File: src/rtl/swq_pkg.sv
package swq_pkg;
  typedef enum logic [1:0] {
    ST_ACCEPT  = 2'b00,
    ST_RETRY   = 2'b01,
    ST_INVALID = 2'b10
  } swq_status_e;
endpackage

File: src/rtl/swq_gate.sv
// Admission decision for one submission cycle.
module swq_gate
  import swq_pkg::*;
#(
  parameter int DEPTH = 16,
  localparam int CNT_W = $clog2(DEPTH + 1)
) (
  input  logic             sub_valid,
  input  logic             pasid_ok,
  input  logic [CNT_W-1:0] occupancy,
  input  logic             popping,
  output logic             push,
  output swq_status_e      verdict
);
  logic has_room;

  // A pop in the same cycle frees a slot for the incoming entry.
  assign has_room = (occupancy < CNT_W'(DEPTH)) || popping;

  always_comb begin
    push    = 1'b0;
    verdict = ST_ACCEPT;
    if (!pasid_ok) begin
      verdict = ST_INVALID;
    end else if (has_room) begin
      verdict = ST_ACCEPT;
      push    = sub_valid;
    end else begin
      verdict = ST_RETRY;
    end
  end
endmodule

File: src/rtl/swq_store.sv
// FIFO storage with occupancy counter.
module swq_store #(
  parameter int DEPTH = 16,
  parameter int WIDTH = 8,
  localparam int CNT_W = $clog2(DEPTH + 1),
  localparam int PTR_W = (DEPTH > 1) ? $clog2(DEPTH) : 1
) (
  input  logic             clk,
  input  logic             rst_n,
  input  logic             push,
  input  logic             pop,
  input  logic [WIDTH-1:0] wdata,
  output logic [WIDTH-1:0] rdata,
  output logic [CNT_W-1:0] occupancy
);
  logic [WIDTH-1:0] mem [DEPTH];
  logic [PTR_W-1:0] wr_ptr, rd_ptr, wr_nxt, rd_nxt;
  logic [CNT_W-1:0] cnt_q;

  generate
    if ((DEPTH & (DEPTH - 1)) == 0) begin : g_pow2
      assign wr_nxt = wr_ptr + 1'b1;
      assign rd_nxt = rd_ptr + 1'b1;
    end else begin : g_wrap
      assign wr_nxt = (wr_ptr == PTR_W'(DEPTH - 1)) ? '0 : wr_ptr + 1'b1;
      assign rd_nxt = (rd_ptr == PTR_W'(DEPTH - 1)) ? '0 : rd_ptr + 1'b1;
    end
  endgenerate

  always_ff @(posedge clk) begin
    if (push) mem[wr_ptr] <= wdata;
  end

  always_ff @(posedge clk) begin
    if (!rst_n) begin
      wr_ptr <= '0;
      rd_ptr <= '0;
      cnt_q  <= '0;
    end else begin
      if (push) wr_ptr <= wr_nxt;
      if (pop)  rd_ptr <= rd_nxt;
      case ({push, pop})
        2'b10:   cnt_q <= cnt_q + 1'b1;
        2'b01:   cnt_q <= cnt_q - 1'b1;
        default: cnt_q <= cnt_q;
      endcase
    end
  end

  assign rdata     = mem[rd_ptr];
  assign occupancy = cnt_q;
endmodule

File: src/rtl/swq_resp.sv
// Registered status return, one cycle after the strobe.
module swq_resp
  import swq_pkg::*;
(
  input  logic        clk,
  input  logic        rst_n,
  input  logic        sub_valid,
  input  swq_status_e verdict,
  output logic        st_valid,
  output logic [1:0]  st_code
);
  always_ff @(posedge clk) begin
    if (!rst_n) begin
      st_valid <= 1'b0;
      st_code  <= 2'b00;
    end else begin
      st_valid <= sub_valid;
      if (sub_valid) st_code <= verdict;
    end
  end
endmodule

File: src/rtl/shared_wq.sv
module shared_wq
  import swq_pkg::*;
#(
  parameter int DEPTH   = 16,
  parameter int PASID_W = 20,
  parameter int OP_W    = 8,
  parameter int ADDR_W  = 64,
  localparam int CNT_W  = $clog2(DEPTH + 1),
  localparam int DESC_W = PASID_W + OP_W + 2 * ADDR_W
) (
  input  logic               clk,
  input  logic               rst_n,
  input  logic               sub_valid,
  input  logic               sub_pasid_ok,
  input  logic [PASID_W-1:0] sub_pasid,
  input  logic [OP_W-1:0]    sub_op,
  input  logic [ADDR_W-1:0]  sub_param_addr,
  input  logic [ADDR_W-1:0]  sub_cmpl_addr,
  output logic               st_valid,
  output logic [1:0]         st_code,
  output logic               dq_valid,
  input  logic               dq_ready,
  output logic [PASID_W-1:0] dq_pasid,
  output logic [OP_W-1:0]    dq_op,
  output logic [ADDR_W-1:0]  dq_param_addr,
  output logic [ADDR_W-1:0]  dq_cmpl_addr,
  output logic [CNT_W-1:0]   free_slots
);
  logic [CNT_W-1:0]  occupancy;
  logic              push, pop;
  swq_status_e       verdict;
  logic [DESC_W-1:0] wdesc, rdesc;

  assign dq_valid = (occupancy != '0);
  assign pop      = dq_valid && dq_ready;
  assign wdesc    = {sub_pasid, sub_op, sub_param_addr, sub_cmpl_addr};

  swq_gate #(.DEPTH(DEPTH)) u_gate (
    .sub_valid (sub_valid),
    .pasid_ok  (sub_pasid_ok),
    .occupancy (occupancy),
    .popping   (pop),
    .push      (push),
    .verdict   (verdict)
  );

  swq_store #(.DEPTH(DEPTH), .WIDTH(DESC_W)) u_store (
    .clk       (clk),
    .rst_n     (rst_n),
    .push      (push),
    .pop       (pop),
    .wdata     (wdesc),
    .rdata     (rdesc),
    .occupancy (occupancy)
  );

  swq_resp u_resp (
    .clk       (clk),
    .rst_n     (rst_n),
    .sub_valid (sub_valid),
    .verdict   (verdict),
    .st_valid  (st_valid),
    .st_code   (st_code)
  );

  assign {dq_pasid, dq_op, dq_param_addr, dq_cmpl_addr} = rdesc;
  assign free_slots = CNT_W'(DEPTH) - occupancy;
endmodule

File: config.mk
export PLATFORM = sky130hd
export DESIGN_NAME = shared_wq
export DESIGN_NICKNAME = d
export VERILOG_FILES = /design/src/rtl/swq_pkg.sv /design/src/rtl/swq_gate.sv /design/src/rtl/swq_store.sv /design/src/rtl/swq_resp.sv /design/src/rtl/shared_wq.sv
export SDC_FILE = /design/constraint.sdc
export NUM_CORES = 2
export LEC_CHECK = 0
export BUFFER_PORTS_ARGS = -buffer_cell sky130_fd_sc_hd__buf_2
export CORE_MARGIN = 3
export CORE_UTILIZATION = 30
export CTS_BUF_LIST = sky130_fd_sc_hd__clkbuf_4 sky130_fd_sc_hd__clkbuf_8
export DETAILED_ROUTE_END_ITERATION = 7
export PLACE_DENSITY = 0.44
export RECOVER_POWER = 25
export SLEW_MARGIN = 20
export SYNTH_ARGS = -nofsm -noshare
export SYNTH_HDL_FRONTEND = slang
export SYNTH_SLANG_ARGS = --single-unit
File: constraint.sdc
create_clock -name clk -period 20.3 [get_ports clk]
set_input_delay 4.06 -clock clk [delete_from_list [all_inputs] [get_ports clk]]
set_output_delay 4.06 -clock clk [all_outputs]
set_load 0.05 [all_outputs]
==> metrics.md <==
| Metric | Value |
|---|---|
| Number of port buffers | `325` |
| Required time of the critical path | `16.24 ns` |
| Antenna violations before repair | `68` |
| Worst hold path type | `reg2reg` |
| Final hold violations | `0` |
| GP Congestion | `~0.68` |
| Skew-Pair Late Insertion Delay | `1.08 ns` |
| R2R Path End | `u_store.mem[14][147]` |
| Resize count post-CTS | `0` |
| Slew margin rel. | `22.5%` |
| H-Tree Depth | `5` |
| Die Area | `0.324 mm2` |
| Layout Nets | `roughly 4700` |
| Share of cells above drive strength 1 | `34.3%` |
| Top cells by area, synth | `edfxtp_1, mux4_2, mux2i_1` |
| CTS tree | `done` |
| Clock sink total | `2516` |
| Vias in the first global route | `47708` |
| Synth async-reset ratio | `0%` |
| Max-cap violations | `0` |
| Reg2Reg Depth | `11` |
| Pre-antenna DRT Iters | `5` |
| ANT nets after route | `0` |
| Yosys top cell by area | `edfxtp_1` |
| RR Startpoint | `u_store.occupancy[0]` |
| Outcome | `finished, final reports clean` |
| Vert. Die Dim | `569 um` |
| Cell Rows | `206` |
| # Post-CTS Setup Buffers | `0` |
| Avg Vias per Cell | `around 4.9` |
| GRT Util Overall | `between 15 and 20%` |
| Sw power | `3.46 mW` |
| Met2 Usage GRT | `24.7%` |
| Hold_buf cts | `0` |
| Clock power share | `35.9%` |
| Top FF cell, synth | `edfxtp_1` |
| Sw Share | `27.5%` |
| Period utilisation layout | `49.3%` |
| Fmax | `100 MHz` |
| Int Pwr | `9.10 mW` |
| I/O pins | `326` |
| Seq/Total Area, Yosys | `between 70% and 80%` |
| Clk root buf | `clkbuf_8` |
| Syn_nets | `4058` |
| Crit end category | `output port` |
| Detailed placement HPWL | `about 120000 um` |
| Most frequent cells in the layout | `edfxtp_1, mux4_2, clkbuf_8` |
| Grt ovf | `0` |
| WP data arrival | `just under 6 ns` |
| Routed WL | `253000 um` |
| Global Route met1 Usage | `21.3%` |
| Hold Path Depth | `2` |
| Clock-pin slew on the worst setup and hold paths | `0.06 ns` |
| Synth Register Bits | `~2500` |
| DR DRC count | `0` |
| PD cells | `114 mW/mm2` |
| Share of Yosys cell area claimed by the top area cell type | `78.8%` |
| Register-to-register setup slack | `roughly 14 ns` |
| Total number of vias | `43988` |
| Setup CP Type | `reg2out` |
| Wirelength per Cell | `27.9 um` |
| Core area | `0.315 mm2` |
| Number of synthesized flops with an enable pin | `2496` |
| Largest net degree at the start of global routing | `about 120` |
| Most common cell after layout, fill and taps aside | `edfxtp_1` |
| Fillers | `between 20000 and 30000` |
| Final setup viols | `0` |
| Slew @ Worst Pin | `about 1.2 ns` |
| Die width | `569 um` |
| Comb power frac | `~18%` |
| Worst Hold End | `u_resp.st_code[0]` |
| Yosys Warn Count | `0` |
| Max clock buf depth | `4` |
| Setup tns final | `0 ns` |
| Cell variety after synth | `41` |
| Layout area overhead | `16.0%` |
| Initial Util | `between 30% and 40%` |
| Crit start category | `flop` |
| First-pass GRT wire length | `between 300000 and 400000 um` |
| Synthesized cell area | `0.0951 mm2` |
| Global routing met3 resource utilization | `under 10%` |
| Leak | `33.2 nW` |
| TritonCTS Buffers | `431` |
| Worst-path fanout max | `about 120` |
| Syn Inst Count | `3886` |
| Worst Skew | `0.0830 ns` |
| VDD IR max | `0.0000985 V` |
| RSZ-0062 raised after global routing | `no` |
| Post-route minimum period | `10.00 ns` |
| Total design power | `12.6 mW` |
| Syn_area_per_cell | `24.5 um2` |
| Reg power frac | `46.3%` |
| Grt peak-use layer | `met2` |
| Drt initial violations | `3388` |
| Min-delay src | `u_resp.st_code[0]` |
| Pins Over Slew Limit | `0` |
-- registers in the layout (all words and copies together), names as in the netlist, named ones only --
signal / cells
u_resp.st_valid: 1
u_store.wr_ptr: 4
u_store.occupancy: 5
u_resp.st_code: 2
u_store.mem: 2496
u_store.rd_ptr: 4
-- worst max-delay path, stage by stage, from the launching register on --
cell and delay [ns]:
dfxtp_4 0.67, buf_12 0.30, buf_4 0.67, buf_4 0.77, buf_12 0.77, mux4_2 0.61, nor2b_1 0.14, a211oi_1 0.29
a21oi_1 0.21, buf_2 0.31
-- power by group through the flow --
stage,logic [mW],registers (mW),clock network [mW]
3_5_place_dp,2.30,5.93,0
5_1_grt,2.40,5.82,4.92
2_1_floorplan,1.75,5.92,0
4_1_cts,2.30,5.82,4.68
6_report,2.24,5.81,4.51
3_3_place_gp,2.30,5.93,0
-- synth_stat cells (all sizes together), types with 13 or more instances --
cell type and n:
buf 116, mux4 675, a21oi 87, o22ai 27, o21ai 19, o221ai 14
nor2b 52, clkbuf 95, mux2i 122, edfxtp 2496, nor2 22, a211oi 51
dfxtp 20, o32ai 13
-- worst max-delay path by stage --
stage               startpoint                 to  slack (ns)  cells after the start
floorplan             dq_ready  u_store.mem[0][0]        4.04                      5
global placement          flop    dq_cmpl_addr[7]       10.99                      8
detailed placement        flop    dq_cmpl_addr[7]       10.99                      8
CTS                       flop    dq_cmpl_addr[7]        9.72                      8
global route              flop  dq_param_addr[27]        9.65                      9
finish                    flop    dq_cmpl_addr[7]       10.30                      9
-- metrics by stage --
step           utilization [%]  worst slack, ns  cells  hold slack, ns  cell area [um2]
6_report                  35.0            10.30   9067           0.472           110000
4_1_cts                   35.0             9.72   9039           0.475           110000
2_1_floorplan                -             4.04   3886           0.465            95100
5_1_grt                   35.0             9.65   9046           0.529           110000
3_3_place_gp              32.3            10.99   8250           0.477           102000
3_5_place_dp              32.3            10.99   8250           0.465           102000
-- routing by layer --
metal | routed length, um | up-vias
li1 | - | 18249
met5 | 188 | -
met3 | 14700 | 407
met4 | 5190 | 32
met2 | 121000 | 1157
met1 | 113000 | 24143
-- final cells by class --
type	count	area [um2]	area share, %
sequential	2516	75400	68.3
tap	4160	5200	4.72
antenna	27	67.6	0.0613
inverter	10	45.0	0.0408
clock buffer	581	7060	6.40
clock inverter	208	1410	1.28
multi-input combinational	1149	18800	17.0
timing repair buffer	416	2380	2.16
-- cell families after synthesis --
kind of cell | after synthesis | synth area share [%]
AND/OR/NAND/NOR | 113 | 0.655
multiplexers | 797 | 17.3
buffers and inverters | 221 | 1.12
adder cells (fa/ha/maj) | 11 | 0.145
flip-flops | 2516 | 79.3
XOR/XNOR | 9 | 0.0829
AO/OA/AOI/OAI | 219 | 1.46
No activity file was read; power rests on OpenSTA's default activity.
